`src/rtl/rx_oob_mailbox_pkg.sv`:
```
package rx_oob_mailbox_pkg;
    localparam int HALF_W = 16;
    localparam int WORD_W = 2 * HALF_W;

    typedef struct packed {
        logic load;      // write the frame word into the holder
        logic set_flag;  // captured word is non-zero
        logic clr_flag;  // high half read
        logic lock_nxt;  // lock state for the next cycle
    } mb_ctl_t;

    function automatic logic word_nonnull(input logic [WORD_W-1:0] w);
        return |w;
    endfunction
endpackage

```
`src/rtl/rx_oob_lock_ctl.sv`:
```
module rx_oob_lock_ctl
    import rx_oob_mailbox_pkg::*;
#(
    parameter int W = WORD_W
) (
    input  logic         clk,
    input  logic         rst,
    input  logic         frm_stb,
    input  logic [W-1:0] frm_word,
    input  logic         rd_lo_stb,
    input  logic         rd_hi_stb,
    output logic         locked,
    output mb_ctl_t      ctl
);
    logic accept;

    always_comb begin
        // unlock by a high read comes first; a low read freezes at once
        accept       = rd_hi_stb || (!locked && !rd_lo_stb);
        ctl.load     = frm_stb && accept;
        ctl.set_flag = ctl.load && word_nonnull(frm_word);
        ctl.clr_flag = rd_hi_stb;
        if (rd_hi_stb)
            ctl.lock_nxt = 1'b0;
        else if (rd_lo_stb)
            ctl.lock_nxt = 1'b1;
        else
            ctl.lock_nxt = locked;
    end

    always_ff @(posedge clk) begin
        if (rst) locked <= 1'b0;
        else     locked <= ctl.lock_nxt;
    end
endmodule

```
`src/rtl/rx_oob_hold_reg.sv`:
```
module rx_oob_hold_reg #(
    parameter int HW    = 16,
    parameter int NHALF = 2
) (
    input  logic                clk,
    input  logic                rst,
    input  logic                load,
    input  logic [HW*NHALF-1:0] din,
    output logic [HW*NHALF-1:0] dout
);
    for (genvar g = 0; g < NHALF; g++) begin : g_half
        logic [HW-1:0] q;
        always_ff @(posedge clk) begin
            if (rst)       q <= '0;
            else if (load) q <= din[g*HW +: HW];
        end
        assign dout[g*HW +: HW] = q;
    end
endmodule

```
`src/rtl/rx_oob_flag.sv`:
```
module rx_oob_flag (
    input  logic clk,
    input  logic rst,
    input  logic set_flag,
    input  logic clr_flag,
    output logic flag
);
    always_ff @(posedge clk) begin
        if (rst)           flag <= 1'b0;
        else if (set_flag) flag <= 1'b1;
        else if (clr_flag) flag <= 1'b0;
    end
endmodule

```
`src/rtl/rx_oob_mailbox.sv`:
```
module rx_oob_mailbox
    import rx_oob_mailbox_pkg::*;
(
    input  logic              clk,
    input  logic              rst,
    input  logic              frm_stb,
    input  logic [WORD_W-1:0] frm_word,
    input  logic              rd_lo_stb,
    input  logic              rd_hi_stb,
    output logic [HALF_W-1:0] rd_lo_data,
    output logic [HALF_W-1:0] rd_hi_data,
    output logic              rx_valid,
    output logic              irq
);
    mb_ctl_t           ctl;
    logic              locked;
    logic [WORD_W-1:0] held;

    rx_oob_lock_ctl #(.W(WORD_W)) u_ctl (
        .clk(clk), .rst(rst), .frm_stb(frm_stb), .frm_word(frm_word),
        .rd_lo_stb(rd_lo_stb), .rd_hi_stb(rd_hi_stb),
        .locked(locked), .ctl(ctl)
    );

    rx_oob_hold_reg #(.HW(HALF_W), .NHALF(2)) u_hold (
        .clk(clk), .rst(rst), .load(ctl.load), .din(frm_word), .dout(held)
    );

    rx_oob_flag u_flag (
        .clk(clk), .rst(rst), .set_flag(ctl.set_flag),
        .clr_flag(ctl.clr_flag), .flag(rx_valid)
    );

    assign rd_lo_data = held[HALF_W-1:0];
    assign rd_hi_data = held[WORD_W-1:HALF_W];
    assign irq        = rx_valid;
endmodule

```
`config.mk`:
```
export PLATFORM = sky130hd
export DESIGN_NAME = rx_oob_mailbox
export DESIGN_NICKNAME = d
export VERILOG_FILES = /design/src/rtl/rx_oob_mailbox_pkg.sv /design/src/rtl/rx_oob_lock_ctl.sv /design/src/rtl/rx_oob_hold_reg.sv /design/src/rtl/rx_oob_flag.sv /design/src/rtl/rx_oob_mailbox.sv
export SDC_FILE = /design/constraint.sdc
export NUM_CORES = 1
export LEC_CHECK = 0
export BUFFER_PORTS_ARGS = -buffer_cell sky130_fd_sc_hd__buf_4
export CAP_MARGIN = 0
export CORE_ASPECT_RATIO = 1.1
export CORE_MARGIN = 2
export CORE_UTILIZATION = 40
export DETAILED_ROUTE_END_ITERATION = 12
export PLACE_DENSITY = 0.77
export SLEW_MARGIN = 30
export SYNTH_ARGS = -nofsm -noshare
export SYNTH_HDL_FRONTEND = slang
export SYNTH_SLANG_ARGS = --single-unit
```
`constraint.sdc`:
```
create_clock -name clk -period 1.1 [get_ports clk]
set_input_delay 0.22 -clock clk [delete_from_list [all_inputs] [get_ports clk]]
set_output_delay 0.22 -clock clk [all_outputs]
set_load 0.02 [all_outputs]
```
## Word-level counts from Yosys, hierarchy flattened

Index checks and enable logic that the tools add are counted.

| word-level totals | value |
|---|---|
| bits in registers | 34 |
| output and inout bits | 34 |
| logic and storage cells | 15 |

| operators by class | value |
|---|---|
| mux-type cells | 2 |
| reductions and logical operators | 9 |

Operator list:

| cell | number |
|---|---|
| $reduce_or A32 Y1 | 1 |
| $logic_and A1 B1 Y1 | 3 |
| $logic_not A1 Y1 | 2 |
| $mux W1 | 2 |
| $reduce_bool A2 Y1 | 1 |
| $reduce_or A2 Y1 | 1 |
| $logic_or A1 B1 Y1 | 1 |

## Depth between registers and ports, before layout

| depth | value |
|---|---|
| word-level depth | 6 |
| mapped depth | 5 |
| gate-level depth less buffers | 3 |

## Cells and area by module

A second synthesis with hierarchy kept.

| second synthesis, totals | value |
|---|---|
| cells, all modules | 125 |
| area, all modules | 1353.8 µm² |

Modules (own cells, without submodules):

| module | times used | cells an instance | area each (µm²) | sequential area each (µm²) |
|---|---|---|---|---|
| rx_oob_hold_reg | 1 | 103 | 1163.6 | 640.6 |
| rx_oob_lock_ctl | 1 | 17 | 143.9 | 20.0 |
| rx_oob_flag | 1 | 4 | 38.8 | 20.0 |
| rx_oob_mailbox | 1 | 1 | 7.5 | 0.0 |

## Least setup slack after synthesis

Ideal clock, no wire load.

| path | value |
|---|---|
| kind | register -> register |
| start point | register u_ctl.locked |
| end point | register u_hold.g_half[0].q[10] |
| setup time | 0.132 ns |
| data arrival time | 0.879 ns |
| required time | 0.968 ns |
| setup slack | 0.089 ns |
| stages on the path, launching flop included | 5 |
| buffers on the path | 1 |
| period minus slack after synthesis | 1.011 ns |
| path through | dfxtp_1 > o21ba_2 > clkbuf_2 > o21ai_0 > a21oi_1 |

| between the ends | value |
|---|---|
| cells in the longest elaborated chain, start to end | 4 |

Ends and longest elaborated chain:

| what | line | source |
|---|---|---|
| from (decl) | rx_oob_lock_ctl.sv:12 | `output logic locked,` |
| from (signal assigned) | rx_oob_lock_ctl.sv:33 | `else locked <= ctl.lock_nxt;` |
| $logic_not A1 Y1 | rx_oob_lock_ctl.sv:19 | `accept = rd_hi_stb \|\| (!locked && !rd_lo_stb);` |
| $logic_and A1 B1 Y1 | rx_oob_lock_ctl.sv:19 |  |
| $logic_or A1 B1 Y1 | rx_oob_lock_ctl.sv:19 |  |
| $logic_and A1 B1 Y1 | rx_oob_lock_ctl.sv:20 | `ctl.load = frm_stb && accept;` |
| to (signal assigned) | rx_oob_hold_reg.sv:15 | `else if (load) q <= din[g*HW +: HW];` |
| to (decl) | rx_oob_hold_reg.sv:12 | `logic [HW-1:0] q;` |

Every way passes these cells.
A chain may end at the register's enable or synchronous reset.

## Worst setup path after layout

| path | value |
|---|---|
| start point | register u_ctl.locked |
| end point | register u_hold.g_half[1].q[6] |

| between the ends | value |
|---|---|
| cells in the longest elaborated chain, start to end | 4 |

Ends and longest elaborated chain:

| what | line |
|---|---|
| $logic_not A1 Y1 | rx_oob_lock_ctl.sv:19 |
| $logic_and A1 B1 Y1 | rx_oob_lock_ctl.sv:19 |
| $logic_or A1 B1 Y1 | rx_oob_lock_ctl.sv:19 |
| $logic_and A1 B1 Y1 | rx_oob_lock_ctl.sv:20 |
| to (signal assigned) | rx_oob_hold_reg.sv:15 |
| to (decl) | rx_oob_hold_reg.sv:12 |

Every way passes these cells.

==> impl_metrics.env <==
export IMPL_crit_start="u_ctl.locked"
export IMPL_p_leak_nw=0.885
export IMPL_dieWidth_um=60.1
export IMPL_worstSetupPathType="flip-flop to flip-flop"
export IMPL_overflow=0
export IMPL_yosys_warnings=0
export IMPL_insertion_delay_ps=330
export IMPL_arrival_ps=1290
export IMPL_status="finished clean"
export IMPL_area_growth_pct=50.9
export IMPL_worst_clock_skew_ps=11.7
export IMPL_cp_top_family="compound AO/OA/AOI/OAI gates"
export IMPL_synth_top_cell_by_area="dfxtp_1"
export IMPL_synth_top_family_by_area="compound AO/OA/AOI/OAI gates"
export IMPL_synthCells=167
export IMPL_synth_compound_area_share_pct=25.8
export IMPL_worst_ep_required_time_ps=1320
export IMPL_worst_path_buf_inv=1
export IMPL_synth_xor_area_share_pct=0
export IMPL_coreArea_um2=3330
export IMPL_cts_setup_buffers=0
export IMPL_htreeDepth=2
export IMPL_slowest_delay_ps=340
export IMPL_ys_types=18
export IMPL_vias_per_cell=5.28
export IMPL_synth_net_count=204
export IMPL_slew_headroom_pct=69.8
export IMPL_wl_per_cell_um=13.5
export IMPL_min_period_ps=1080
export IMPL_cts_tree="done"
export IMPL_drt_total_wl_mm=3.87
export IMPL_drive_gt1_share_pct=41.0
export IMPL_ys_seq_area_share_pct=49.2
export IMPL_power_mw=2.59
export IMPL_r2r_start="u_ctl.locked"
export IMPL_fp_row_count=22
export IMPL_antenna_found_initial=0
export IMPL_cts_sink_count=34
export IMPL_synth_top_cell_area_share_pct=49.2
export IMPL_holdCritPathClass="input pin to flip-flop"
export IMPL_end_kind="flip-flop"
export IMPL_synthTopCellsByArea="dfxtp_1 49%, nand3_1 12%, o21ai_0 12%, a21oi_1 12%, nor4_2 2.7%"
export IMPL_drc=0
export IMPL_port_buffers=70
export IMPL_rsz0062_at_grt="yes"
export IMPL_grt_max_degree=22
export IMPL_firstDrtPassIters=4
export IMPL_numCtsBuffers=5
export IMPL_fillers=299
export IMPL_ioPinCount=71
export IMPL_startpoint_type="flip-flop"
export IMPL_drv_slew=0
export IMPL_design_area_um2=2090
export IMPL_dp_hpwl_mm=2.86
export IMPL_hold_violations=0
export IMPL_critPathSlowestCell="dfxtp_2"
export IMPL_critical_path_cell_chain="o21ba_4 > buf_12 > o21ai_0 > a21oi_1"
export IMPL_max_cap_violations=0
export IMPL_start_util_pct=41.5
export IMPL_cts_root_buf="clkbuf_4"
export IMPL_clockBufferDepth=2
export IMPL_dr_total_vias=1516
export IMPL_dieArea_um2=3940
export IMPL_synth_area_um2=1380
export IMPL_ir_drop_uv=587
export IMPL_syn_area_per_cell_um2=8.28
export IMPL_synth_fa_ha_area_share_pct=0
export IMPL_setup_viol=0
export IMPL_min_from="frm_word[11]"
export IMPL_yosys_register_bits=34
export IMPL_die_h_um=65.7
export IMPL_drt_iter0_drc=75
export IMPL_p_per_area_nw_per_um2=1240
export IMPL_grt_pass1_vias=1381
export IMPL_critPathMaxFanout=21
export IMPL_dpl_cell_area_um2=2010
export IMPL_grt_use_total_pct=20.4
export IMPL_diodes=0
export IMPL_clk_pin_slew_ps=100
export IMPL_fin_crit_sh_pct=97.8
export IMPL_globalplace_congestion=0.820
export IMPL_ant_nets=0
export IMPL_nets=277
export IMPL_max_freq_ghz=0.929
export IMPL_worstMarginPinSlew_ps=449
export IMPL_whs_ps=147
export IMPL_muxShareOfSynthArea_pct=0
export IMPL_synthSimpleGateAreaFrac_pct=18.4
export IMPL_grt_pass1_wl_mm=6.10
==> registers in the layout (all words and copies together) (netlist names) <==
register         cells
u_ctl.locked         1
u_hold.g_half.q     32
u_flag.flag          1
==> per-layer routing <==
layer / up-vias / share of wire, % / global-route usage [%] / routed length [um]
met5: - / 0 / 0 / 0
met4: 0 / 1.6 / 9.17 / 63
met3: 7 / 7.2 / 4.33 / 277
met2: 63 / 51 / 35.1 / 1960
met1: 698 / 41 / 23.6 / 1570
li1: 748 / - / - / -
==> synthesized netlist by cell type <==
cell type / instances
a21oi_1: 32
buf_2: 4
buf_4: 1
clkbuf_1: 7
clkbuf_2: 6
dfxtp_1: 34
inv_1: 2
nand2_1: 1
nand2b_1: 1
nand3_1: 33
nand4_1: 1
nor2_1: 1
nor4_1: 5
nor4_2: 3
o21ai_0: 33
o21ba_2: 1
o21bai_2: 1
o311a_1: 1
==> logic make-up after synthesis <==
family | Yosys count
and+or+nand+nor | 45
DFF | 34
buffers and inverters | 20
AOI/OAI and AO/OA | 68
==> worst reg2reg max path, delay by kind of cell, from the launching register on <==
family,cells,cell delay [ps]
AOI/OAI and AO/OA,3,480
DFF,1,340
buffers and inverters,1,150
==> power by group <==
group | leakage, nW | total, mW | switching [mW] | internal [mW]
clock | 0.0302 | 0.669 | 0.381 | 0.288
sequential | 0.280 | 1.34 | 0.0357 | 1.30
combinational | 0.575 | 0.581 | 0.303 | 0.278
==> final timing paths <==
check | endpoint | slack [ps] | depth (start not counted)
max | u_hold.g_half[1].q[6] | 20 | 4
min | u_hold.g_half[0].q[11] | 150 | 3
max reg2reg | u_hold.g_half[1].q[6] | 20 | 4
min reg2reg | u_hold.g_half[0].q[3] | 480 | 2
==> layout by cell type (no fill, tap or decap), drive strengths merged, types with 2 or more instances in the layout <==
cell | netlist | final
o21ai | 33 | 33
a21oi | 32 | 32
nand3 | 33 | 33
nor4 | 8 | 8
buf | 5 | 84
inv | 2 | 2
clkbuf | 13 | 6
dfxtp | 34 | 34
==> stage by stage <==
stage / utilization (%) / setup WS [ps] / TNS (ps) / std cells
after floorplan: - / 88.6 / 0 / 167
after global placement: 60.5 / -243 / -243 / 281
after detailed placement: 60.5 / -282 / -286 / 281
after CTS: 62.1 / 9.60 / 0 / 287
after global routing: 62.6 / -5.06 / -22.2 / 287
final: 62.6 / 24.0 / 0 / 287
==> final cells by class <==
type                       count  area [um^2]  share of cell area [%]
multi-input combinational    113          621                    29.8
tap                           48         60.1                    2.88
inverter                       2         7.51                   0.360
timing repair buffer          84          663                    31.8
clock buffer                   6         51.3                    2.46
sequential                    34          683                    32.8
==> repair_timing <==
item                       4_1_cts  5_1_grt
cloned                           0        0
hold buffers                     0        0
resized for setup                4       14
setup endpoints to repair        4       28
No activity file was read; power rests on OpenSTA's default activity.
